<file path="src/rtl/spdt_pkg.sv">
package spdt_pkg;

  // Number of flops between an asynchronous contact and the state logic.
  localparam int unsigned SYNC_DEPTH = 2;

  // Per-channel registered result of the state cell.
  typedef struct packed {
    logic level;
    logic press;
    logic release_;
    logic fault;
  } chan_out_t;

endpackage

</file>
<file path="src/rtl/contact_sync.sv">
module contact_sync #(
  parameter int unsigned WIDTH  = 2,
  parameter int unsigned STAGES = 2
) (
  input  logic             clk,
  input  logic             rst,
  input  logic [WIDTH-1:0] async_i,
  output logic [WIDTH-1:0] sync_o
);

  localparam int unsigned LAST = STAGES - 1;

  logic [WIDTH-1:0] chain [STAGES];

  always_ff @(posedge clk) begin
    if (rst) chain[0] <= '0;
    else     chain[0] <= async_i;
  end

  for (genvar s = 1; s < STAGES; s++) begin : g_stage
    always_ff @(posedge clk) begin
      if (rst) chain[s] <= '0;
      else     chain[s] <= chain[s-1];
    end
  end

  assign sync_o = chain[LAST];

  // The output lags the previous stage by exactly one clock.
  AST_SYNC_DEPTH: assert property (@(posedge clk) disable iff (rst)
    (!rst) |=> (sync_o == $past(chain[LAST-1])));

endmodule

</file>
<file path="src/rtl/switch_state_cell.sv">
module switch_state_cell
  import spdt_pkg::*;
(
  input  logic      clk,
  input  logic      rst,
  input  logic      set_i,
  input  logic      clr_i,
  output chan_out_t out_o
);

  logic held;
  logic held_nxt;
  logic press_q;
  logic rel_q;
  logic fault_q;

  // Closed contact dominates; with no contact the state is kept.
  always_comb begin
    if (clr_i)      held_nxt = 1'b0;
    else if (set_i) held_nxt = 1'b1;
    else            held_nxt = held;
  end

  always_ff @(posedge clk) begin
    if (rst) begin
      held    <= 1'b0;
      press_q <= 1'b0;
      rel_q   <= 1'b0;
      fault_q <= 1'b0;
    end else begin
      held    <= held_nxt;
      press_q <= held_nxt & ~held;
      rel_q   <= ~held_nxt & held;
      fault_q <= fault_q | (set_i & clr_i);
    end
  end

  assign out_o.level    = held;
  assign out_o.press    = press_q;
  assign out_o.release_ = rel_q;
  assign out_o.fault    = fault_q;

  AST_SET_ON_OPEN: assert property (@(posedge clk) disable iff (rst)
    (set_i && !clr_i) |=> out_o.level);

  AST_CLEAR_ON_CLOSED: assert property (@(posedge clk) disable iff (rst)
    clr_i |=> !out_o.level);

  AST_HOLD_IDLE: assert property (@(posedge clk) disable iff (rst)
    (!set_i && !clr_i) |=> $stable(out_o.level));

  AST_CONFLICT_NO_PRESS: assert property (@(posedge clk) disable iff (rst)
    (set_i && clr_i) |=> !out_o.press);

  AST_FAULT_STICKY: assert property (@(posedge clk) disable iff (rst)
    out_o.fault |=> out_o.fault);

  AST_FAULT_ON_CONFLICT: assert property (@(posedge clk) disable iff (rst)
    (set_i && clr_i) |=> out_o.fault);

  AST_PRESS_ON_RISE: assert property (@(posedge clk) disable iff (rst)
    $rose(out_o.level) |-> out_o.press);

  AST_PRESS_SINGLE: assert property (@(posedge clk) disable iff (rst)
    out_o.press |=> !out_o.press);

  AST_RELEASE_ON_FALL: assert property (@(posedge clk) disable iff (rst)
    $fell(out_o.level) |-> out_o.release_);

  AST_RELEASE_SINGLE: assert property (@(posedge clk) disable iff (rst)
    out_o.release_ |=> !out_o.release_);

endmodule

</file>
<file path="src/rtl/spdt_debounce.sv">
module spdt_debounce
  import spdt_pkg::*;
#(
  parameter int unsigned CHANNELS = 2
) (
  input  logic                clk,
  input  logic                rst,
  input  logic [CHANNELS-1:0] sw_open_i,
  input  logic [CHANNELS-1:0] sw_closed_i,
  output logic [CHANNELS-1:0] level_o,
  output logic [CHANNELS-1:0] press_o,
  output logic [CHANNELS-1:0] release_o,
  output logic [CHANNELS-1:0] fault_o
);

  localparam int unsigned CONTACTS = 2;
  localparam int unsigned IDX_OPEN = 0;
  localparam int unsigned IDX_CLSD = 1;

  for (genvar c = 0; c < CHANNELS; c++) begin : g_chan
    logic [CONTACTS-1:0] raw;
    logic [CONTACTS-1:0] synced;
    chan_out_t           res;

    assign raw[IDX_OPEN] = sw_open_i[c];
    assign raw[IDX_CLSD] = sw_closed_i[c];

    contact_sync #(
      .WIDTH  (CONTACTS),
      .STAGES (SYNC_DEPTH)
    ) i_sync (
      .clk     (clk),
      .rst     (rst),
      .async_i (raw),
      .sync_o  (synced)
    );

    switch_state_cell i_cell (
      .clk   (clk),
      .rst   (rst),
      .set_i (synced[IDX_OPEN]),
      .clr_i (synced[IDX_CLSD]),
      .out_o (res)
    );

    assign level_o[c]   = res.level;
    assign press_o[c]   = res.press;
    assign release_o[c] = res.release_;
    assign fault_o[c]   = res.fault;

    AST_STROBES_EXCLUSIVE: assert property (@(posedge clk) disable iff (rst)
      !(press_o[c] && release_o[c]));
  end

endmodule

</file>
<file path="config.mk">
export PLATFORM = sky130hd
export DESIGN_NAME = spdt_debounce
export DESIGN_NICKNAME = d
export VERILOG_FILES = /design/src/rtl/spdt_pkg.sv /design/src/rtl/contact_sync.sv /design/src/rtl/switch_state_cell.sv /design/src/rtl/spdt_debounce.sv
export SDC_FILE = /design/constraint.sdc
export NUM_CORES = 1
export LEC_CHECK = 0
export BUFFER_PORTS_ARGS = -buffer_cell sky130_fd_sc_hd__buf_2
export CAP_MARGIN = 30
export CELL_PAD_IN_SITES_DETAIL_PLACEMENT = 0
export CELL_PAD_IN_SITES_GLOBAL_PLACEMENT = 2
export CORE_MARGIN = 4
export CORE_UTILIZATION = 25
export DETAILED_ROUTE_END_ITERATION = 8
export PLACE_DENSITY_LB_ADDON = 0.1
export SLEW_MARGIN = 0
export SYNTH_ARGS = -nofsm -noshare
export SYNTH_HDL_FRONTEND = slang
export SYNTH_SLANG_ARGS = --single-unit
</file>
<file path="constraint.sdc">
create_clock -name clk -period 0.8 [get_ports clk]
set_input_delay 0 -clock clk [delete_from_list [all_inputs] [get_ports clk]]
set_output_delay 0 -clock clk [all_outputs]
set_load 0.02 [all_outputs]
</file>
==> results of run 1 <==
[power groups by stage]
stage / Sequential [mW] / Combinational [mW] / Clock (mW)
after floorplan: 0.857 / 0.0636 / 0
after global placement: 0.858 / 0.0703 / 0
after detailed placement: 0.861 / 0.0741 / 0
after CTS: 0.841 / 0.0968 / 0.421
after global routing: 0.846 / 0.109 / 0.460
final: 0.841 / 0.0973 / 0.394
[state kept, by name, summed over array words and instances, names as in the netlist]
register,count
g_chan.i_cell.held,2
g_chan.i_cell.rel_q,2
g_chan.i_cell.press_q,2
g_chan.i_cell.fault_q,2
g_chan.i_sync.chain,8
[layout make-up]
class | instances | area [µm²]
tap | 27 | 33.8
multi-input combinational | 22 | 145
sequential | 16 | 327
fill | 213 | 1340
timing repair buffer | 18 | 130
clock buffer | 3 | 22.5
[cell usage in the layout, fill, tap and decap left out, drive strengths merged, types with 3 or more instances in the layout]
cell and count:
buf 14, nor2b 3, dfxtp 16, clkbuf 3
dlygate4sd3 4, nor2 6, and2b 5
[cells by family (layout without fill, tap and decap cells)]
kind of cell	Yosys count	in the layout	share of synthesized area, %
AND/OR/NAND/NOR	20	20	25.2
flip-flops	16	16	59.7
buffers and inverters	9	21	13.3
AO/OA/AOI/OAI	2	2	1.86
[worst min path at each step]
stage                               from  slack [ps]                                       to
after global routing                 rst          80      g_chan[0].i_cell.fault_q$_SDFF_PP0_
after global placement    sw_closed_i[0]         200  g_chan[0].i_sync.chain[0][1]$_SDFF_PP0_
after floorplan                      rst          70  g_chan[1].i_sync.chain[0][1]$_SDFF_PP0_
after detailed placement  sw_closed_i[0]         210  g_chan[0].i_sync.chain[0][1]$_SDFF_PP0_
final                                rst          80        g_chan[0].i_cell.rel_q$_SDFF_PP0_
after CTS                            rst          70        g_chan[0].i_cell.rel_q$_SDFF_PP0_
[metal layers]
metal / vias up / track usage, % / part of all wire, %
li1: 165 / - / -
met1: 138 / 7.10 / 44
met2: 16 / 10.2 / 41
met3: 3 / 2.72 / 11
met4: 0 / 6.22 / 3.7
met5: - / 0 / 0
[repair_timing]
item                       CTS  global route
setup endpoints to repair    3             4
hold buffers                 4             0
hold endpoints to repair     4             0
buffers inserted             1             0
resized for setup            7             3
[through the flow]
step | hold slack [ps] | area (µm²) | setup slack [ps] | util, % | setup TNS [ps]
2_1_floorplan | 71.6 | 537 | 161 | - | 0
3_3_place_gp | 203 | 564 | 156 | 28.2 | 0
3_5_place_dp | 210 | 564 | 103 | 28.2 | 0
4_1_cts | 71.2 | 651 | 5.06 | 32.5 | 0
5_1_grt | 79.0 | 658 | -21.2 | 32.9 | -24.5
6_report | 77.5 | 658 | 23.6 | 32.9 | 0
==> impl_results.md, run 1 <==
- Outcome: complete, no violations
- Num Clock Sinks: 16
- Placed cell count: approximately 80
- Top fanout value on the critical path: 4
- Number of global-route vias before repair: around 320
- CP Depth: 1
- Iteration count of the initial detailed-routing pass: 1
- Final ANT Viol Nets: 0
- Global-route wire length before repair: 1300 µm
- Number of pins with negative max-slew slack in the final report: 0
- Number of flip-flops and latches in the synthesized netlist: 16
- Gate power share: roughly 7.3%
- Synth warn: 0
- Core region area: between 2000 and 2500 µm²
- Peak ir drop on the vdd network: approximately 0.00097 V
- Minimum setup slack among reg-to-reg paths: ~80 ps
- Ordered cell list for the critical path: buf_6
- Die Y-Extent: 54.3 µm
- Root Buffer Master: sky130_fd_sc_hd__clkbuf_4
- Switching power: ~0.28 mW
- Time the worst path needs with I/O delays and setup: 776 ps
- Crit Path Class: flip-flop to output port
- Crit path buffers/inverters: 1
- Share of synthesized area occupied by flip-flops and latches: 59.7%
- Antenna violations before repair: 0
- Worst setup path startpoint: g_chan[0].i_cell.held$_SDFF_PP0_
- Gate count of the mapped netlist: 47
- Design Power: around 1.3 mW
- Number of maximum-capacitance violations: 0
- Buffers added on ports: 13
- Number of non-filler instances in the completed layout: between 80 and 90
- Share of total power in sequential cells: between 60 and 70%
- Final net count: 67
- Unrepaired setup endpoints after global routing: true
- Number of CTS-inserted buffers: 3
- Cell area after synthesis: 537 µm²
- Net Count, Synth: 53
- CP top delay family: flip-flops
- Total inserted antenna cells: 0
- PD cells: ~2000 nW/µm²
- Post-synth top area cell: sky130_fd_sc_hd__dfxtp_1
- Most frequent cell after synthesis: sky130_fd_sc_hd__dfxtp_1
- Final worst path period share: 97.1%
- Largest stage delay on the critical path: 380 ps
- Pin count of the biggest net entering global routing: 17
- DR vias: 322
- Leakage power summed over all cells: 0.289 nW
- Async set or reset register ratio after synthesis: 0%
- Initial core utilization: between 20% and 30%
- Distinct cell type count after synthesis: 11
- Total of endpoints with negative setup slack in the final report: 0
- Endpoints failing hold: 0
- Row cnt: 16
- H-tree levels: 1
- Number of vias per cell after detailed routing: between 3 and 4
- Global placer's final weighted congestion: slightly below 0.6
- Arrival time at the worst endpoint: approximately 800 ps
- Count of flip-flops with a built-in enable after synthesis: 0
- Routed WL: approximately 800 µm
- 1st-iter DRT viols: 0
- Critical Path Sink Type: output port
- Synth cell count leaders: sky130_fd_sc_hd__dfxtp_1, sky130_fd_sc_hd__buf_4, sky130_fd_sc_hd__nor2_1
- Switching share of total power: between 20% and 30%
- Post-detailed-placement half-perimeter wirelength: roughly 560 µm
- Post-synthesis average cell area: between 10 and 15 µm²
- I/O pins: 14
- Post-DR wirelength/cell: 9.06 µm
- Worst Hold Class: primary input to flip-flop
- Setup crit end: level_o[0]
- Launch point of the worst reg-to-reg path: g_chan[1].i_cell.held$_SDFF_PP0_
- Share of final-layout standard cells stronger than drive strength 1: a little under two fifths
- Logic depth of the worst register-to-register path: 3
- Internal cell power: about 1.1 mW
- Hold path cells: 2
- Slew HR: roughly 80%
- Required time of the critical path: approximately 800 ps
- Gr ovfl total: 0
- Least-Margin Pin Slew: 298 ps
- Slowest stage cell on the critical path: sky130_fd_sc_hd__dfxtp_4
- Reg-to-Reg End: g_chan[1].i_cell.held$_SDFF_PP0_
- Area fraction of the dominant cell type after synthesis: between 50% and 60%
- Highest clock frequency the design can meet: roughly 1300 MHz
- Startpoint types: flip-flop
- TritonCTS clock tree: done
- Clock Skew: 0.305 ps
- Clock power frac: between 20 and 30%
- Ranking of synthesized cells by area: sky130_fd_sc_hd__dfxtp_1, sky130_fd_sc_hd__buf_4, sky130_fd_sc_hd__and2b_1
- Clock network latency to the later pin of the worst-skew pair: 270 ps
- CTS max path bufs: 2
- Clock Pin Slew Worst Setup and Hold Paths: about 80 ps
- Area added between synthesis and finish: 22.6%
- Post-synth top flop: sky130_fd_sc_hd__dfxtp_1
- Width of the die: about 54 µm
- GRT Resource Usage Total: 6.75%
- Die Footprint: approximately 3000 µm²
- Remaining design rule violation count: 0
(Power assumes the default switching activity.)
==> run 2, diff against run 1 <==
- clock period: 0.8 -> 1 ns (I/O delays scaled with it)
==> impl_results.md, run 2 (synthesis results as in run 1) <==
- Outcome: complete, no violations
- Crit path buffers/inverters: 1
- Number of CTS-inserted buffers: 3
- Number of maximum-capacitance violations: 0
- Startpoint types: flip-flop
- 1st-iter DRT viols: 0
- Setup Slack @ Placement: just over 300 ps
- Post-route setup TNS: 0 ps
- Placed cell count: between 70 and 80
- Leakage power summed over all cells: about 0.28 nW
- Largest Register: g_chan.i_sync.chain
- H-tree levels: 1
- Final ANT Viol Nets: 0
- Num Clock Sinks: 16
- TritonCTS clock tree: done
- Clock power frac: between 20% and 30%
- Gate power share: roughly 6.6%
- Final worst path period share: approximately nine tenths
- Width of the die: about 54 µm
- GRT Resource Usage Total: around 6.5%
- Critical Path Sink Type: output port
- Final net count: 66
- Switching share of total power: around a fifth
- Most frequent cells in the layout: sky130_fd_sc_hd__dfxtp_1, sky130_fd_sc_hd__buf_2, sky130_fd_sc_hd__nor2_1, sky130_fd_sc_hd__and2b_1, sky130_fd_sc_hd__dlygate4sd3_1
- Design Power: 1.06 mW
- Iteration count of the initial detailed-routing pass: 1
- Clock Skew: 0.328 ps
- Peak ir drop on the vdd network: around 0.00082 V
- Global-route wire length before repair: around 1200 µm
- Number of global-route vias before repair: around 300
- Die Y-Extent: 54.3 µm
- Least-Margin Pin Slew: approximately 300 ps
- Area added between synthesis and finish: 16.8%
- Clock Pin Slew Worst Setup and Hold Paths: approximately 80 ps
- Buffers added on ports: 13
- Largest stage delay on the critical path: 430 ps
- Post-detailed-placement half-perimeter wirelength: 563 µm
- Remaining design rule violation count: 0
- I/O pins: 14
- Max reg flops: 8
- Total of endpoints with negative setup slack in the final report: 0
- Antenna violations before repair: 0
- Share of final-layout standard cells stronger than drive strength 1: roughly 31%
- Number of non-filler instances in the completed layout: 85
- Share of total power in sequential cells: a little under two thirds
- Total inserted antenna cells: 0
- Share of the core filled with cells in the final layout: 31.3%
- Highest clock frequency the design can meet: 1100 MHz
- Pin count of the biggest net entering global routing: 17
- Setup ws final: approximately 89 ps
- Worst Hold Class: primary input to flip-flop
- Filler instances: 220
- Internal cell power: 0.837 mW
- Number of vias per cell after detailed routing: approximately 3.7
- Core region area: ~2000 µm²
- Switching power: around 0.22 mW
- Time the worst path needs with I/O delays and setup: about 910 ps
- Clock network latency to the later pin of the worst-skew pair: around 270 ps
- Slew HR: 80.1%
- Post-DR wirelength/cell: 8.93 µm
- Row cnt: 16
- CTS max path bufs: 2
- Gr ovfl total: 0
- Unrepaired setup endpoints after global routing: false
- Slowest stage cell on the critical path: sky130_fd_sc_hd__dfxtp_1
- Endpoints failing hold: 0
- Arrival time at the worst endpoint: ~910 ps
- Global placer's final weighted congestion: between 0.5 and 0.6
- Number of pins with negative max-slew slack in the final report: 0
- Root Buffer Master: sky130_fd_sc_hd__clkbuf_4
- Required time of the critical path: 1000 ps
- Count of buffers added by post-CTS timing repair for setup: 0
- DR vias: 316
- CP top delay family: flip-flops
- Top fanout value on the critical path: 4
- Die Footprint: 2950 µm²
- Routed WL: about 760 µm
- Sequential cell area in the final layout: between 300 and 400 µm²
- Total area of multi-input combinational cells: 145 µm²
- Ordered cell list for the critical path: buf_2
- Initial core utilization: between 20% and 30%
- Crit Path Class: flip-flop to output port
- PD cells: 1680 nW/µm²
- Commonest non-fill, non-tap cell in the layout: sky130_fd_sc_hd__dfxtp_1
==> run 2: what timing repair did <==
item | 4_1_cts | 5_1_grt
gates resized for setup | 0 | 0
hold buffers | 4 | 0
endpoints found under the hold margin | 4 | 0
==> run 2: final timing paths <==
path,end,cells past startpoint,slack [ps],startpoint
hold reg to reg,g_chan[1].i_sync.chain[1][0]$_SDFF_PP0_,1,440,g_chan[1].i_sync.chain[0][0]$_SDFF_PP0_
setup reg to reg,g_chan[0].i_cell.held$_SDFF_PP0_,2,290,g_chan[0].i_cell.held$_SDFF_PP0_
setup / recovery,level_o[0],1,90,g_chan[0].i_cell.held$_SDFF_PP0_
hold / removal,g_chan[0].i_cell.rel_q$_SDFF_PP0_,2,80,rst
==> run 2: area by class of cell <==
type,count,share of cell area (%)
multi-input combinational,22,23.2
tap,27,5.39
sequential,16,51.1
timing repair buffer,17,16.8
clock buffer,3,3.59
==> run 2: layer usage <==
layer | vias up | GRT usage [%] | part of all wire (%)
met5 | - | 0 | 0
met3 | 3 | 2.72 | 13
li1 | 162 | - | -
met1 | 135 | 6.77 | 45
met2 | 16 | 9.56 | 38
met4 | 0 | 6.22 | 3.8
==> run 2: power by group through the flow <==
stage	Sequential [mW]	Combinational (mW)	Clock, mW
floorplan	0.686	0.0509	0
CTS	0.674	0.0709	0.337
finish	0.673	0.0694	0.313
global route	0.676	0.0782	0.370
detailed placement	0.688	0.0593	0
global placement	0.687	0.0563	0
==> run 2: stage by stage <==
step	hold slack (ps)	instance area (µm²)
after detailed placement	210	564
after floorplan	71.6	537
final	78.6	627
after global placement	203	564
after global routing	77.8	627
after CTS	71.3	627
==> run 3, diff against run 2 <==
- SYNTH_HIERARCHICAL: default -> 1
==> impl_results.md, run 3 <==
- Outcome: complete, no violations
- Number of flip-flops and latches in the synthesized netlist: 16
- Clock Pin Slew Worst Setup and Hold Paths: ~80 ps
- Gates resized, CTS repair: 0
- Crit path buffers/inverters: 1
- Core region area: slightly below 2000 µm²
- Top fanout value on the critical path: 4
- Peak ir drop on the vdd network: around 0.0007 V
- Die Y-Extent: 53.2 µm
- Setup Slack @ Placement: 322 ps
- Synth warn: 6
- Share of final-layout standard cells stronger than drive strength 1: between 30 and 40%
- Crit Path Class: flip-flop to output port
- Total inserted antenna cells: 0
- Endpoints failing hold: 0
- Startpoint types: flip-flop
- PD cells: about 1700 nW/µm²
- Slew HR: between 80% and 90%
- Iteration count of the initial detailed-routing pass: 2
- Die Footprint: about 2800 µm²
- Area fraction of the dominant cell type after synthesis: a little over three fifths
- Clock network latency to the later pin of the worst-skew pair: 270 ps
- Required time of the critical path: 1000 ps
- Gr ovfl total: 0
- Time the worst path needs with I/O delays and setup: ~840 ps
- Leakage power summed over all cells: about 0.26 nW
- Share of synthesized area occupied by flip-flops and latches: a little over three fifths
- Placed cell count: between 70 and 80
- Number of CTS-inserted buffers: 3
- Root Buffer Master: sky130_fd_sc_hd__clkbuf_4
- Remaining design rule violation count: 0
- Clock Skew: 0.479 ps
- Final net count: 66
- CTS max path bufs: 2
- H-tree levels: 1
- Highest clock frequency the design can meet: roughly 1200 MHz
- Number of vias per cell after detailed routing: ~3.5
- Final ANT Viol Nets: 0
- Slowest stage cell on the critical path: sky130_fd_sc_hd__dfxtp_1
- Gate count of the mapped netlist: 46
- Async set or reset register ratio after synthesis: 0%
- Max reg flops: 8
- Most frequent cell after synthesis: sky130_fd_sc_hd__dfxtp_1
- Ordered cell list for the critical path: buf_2
- Buffers added on ports: 13
- Synth cell count leaders: sky130_fd_sc_hd__dfxtp_1, sky130_fd_sc_hd__buf_4, sky130_fd_sc_hd__nor2b_1
- Ranking of synthesized cells by area: sky130_fd_sc_hd__dfxtp_1, sky130_fd_sc_hd__buf_4, sky130_fd_sc_hd__nor2b_1
- Setup ws final: 158 ps
- Pin count of the biggest net entering global routing: 17
- Net Count, Synth: between 50 and 60
- Post-synthesis average cell area: between 10 and 15 µm²
- Cell area after synthesis: 510 µm²
- Critical Path Sink Type: output port
- Routed WL: between 600 and 700 µm
- Num Clock Sinks: 16
- Final worst path period share: 84.2%
- DR vias: 300
- Area added between synthesis and finish: 19.9%
- Post-detailed-placement half-perimeter wirelength: 464 µm
- Row cnt: 16
- Most frequent cells in the layout: sky130_fd_sc_hd__dfxtp_1, sky130_fd_sc_hd__buf_2, sky130_fd_sc_hd__nor2b_1, sky130_fd_sc_hd__nor2_1, sky130_fd_sc_hd__dlygate4sd3_1
- Post-route setup TNS: 0 ps
- Arrival time at the worst endpoint: 840 ps
- Number of maximum-capacitance violations: 0
- Smallest hold slack: between 70 and 80 ps
- GRT Resource Usage Total: under 10%
- Commonest non-fill, non-tap cell in the layout: sky130_fd_sc_hd__dfxtp_1
- Initial core utilization: 26.3%
- Unrepaired setup endpoints after global routing: false
- Total of endpoints with negative setup slack in the final report: 0
- TritonCTS clock tree: done
- 1st-iter DRT viols: 3
- Number of non-filler instances in the completed layout: 85
- Count of flip-flops with a built-in enable after synthesis: 0
- Global-route wire length before repair: roughly 1100 µm
- Worst Hold Class: primary input to flip-flop
- I/O pins: 14
- CP top delay family: flip-flops
- Number of global-route vias before repair: between 200 and 300
- Antenna violations before repair: 0
- Post-synth top flop: sky130_fd_sc_hd__dfxtp_1
- Width of the die: between 50 and 60 µm
- Post-DR wirelength/cell: between 8 and 9 µm
- Post-synth top area cell: sky130_fd_sc_hd__dfxtp_1
- Largest stage delay on the critical path: between 300 and 400 ps
- Largest Register: g_chan.i_sync/chain
- Least-Margin Pin Slew: around 290 ps
- Distinct cell type count after synthesis: 8
- Global placer's final weighted congestion: 0.551
- Number of pins with negative max-slew slack in the final report: 0
==> run 3: changes by cell type in the layout (fill, tap and decap cells not counted), sizes merged <==
cell and change:
and2b -5, nor2b +5
==> run 3: area by class of cell <==
type / instances / area [µm²]
Fill cell: 203 / 1330
Clock buffer: 3 / 22.5
Sequential cell: 16 / 320
Timing Repair Buffer: 17 / 105
Multi-Input combinational cell: 22 / 130
Tap cell: 27 / 33.8
==> run 3: what timing repair did <==
item,CTS,global route
hold endpoints to repair,4,0
buffers inserted,0,0
hold buffers,4,0
==> run 3: per-stage QoR <==
step           area (µm²)  power (mW)  util [%]
2_1_floorplan         510       0.723         -
4_1_cts               612        1.06      31.5
3_5_place_dp          549       0.741      28.3
6_report              612        1.05      31.5
5_1_grt               612        1.10      31.5
3_3_place_gp          549       0.738      28.3
==> run 3: logic make-up (layout without fill, tap and decap cells) <==
group	count (synthesis)	in the layout	synth area share, %
and+or+nand+nor	20	20	23.5
DFF	16	16	62.7
buffers and inverters	8	20	11.8
AOI/OAI and AO/OA	2	2	1.96
==> run 3: power by group <==
group,total (mW),internal (mW),switching [mW]
sequential,0.671,0.659,0.0118
combinational,0.0662,0.0352,0.0310
clock,0.310,0.139,0.171
total,1.05,0.834,0.214
==> run 3: worst paths after layout <==
check	from	to	slack, ps	cells past startpoint
setup / recovery	g_chan[1].i_cell/held$_SDFF_PP0_	level_o[1]	160	1
hold / removal	rst	g_chan[0].i_cell/rel_q$_SDFF_PP0_	80	2
setup reg to reg	g_chan[1].i_cell/held$_SDFF_PP0_	g_chan[1].i_cell/press_q$_SDFF_PP0_	320	1
hold reg to reg	g_chan[1].i_sync/chain[0][0]$_SDFF_PP0_	g_chan[1].i_sync/chain[1][0]$_SDFF_PP0_	440	1
==> run 3: per-layer routing <==
metal	GRT usage [%]	routed length, µm
met4	5.11	0
met3	3.66	65
met2	6.82	305
met1	6.50	318
met5	0	0
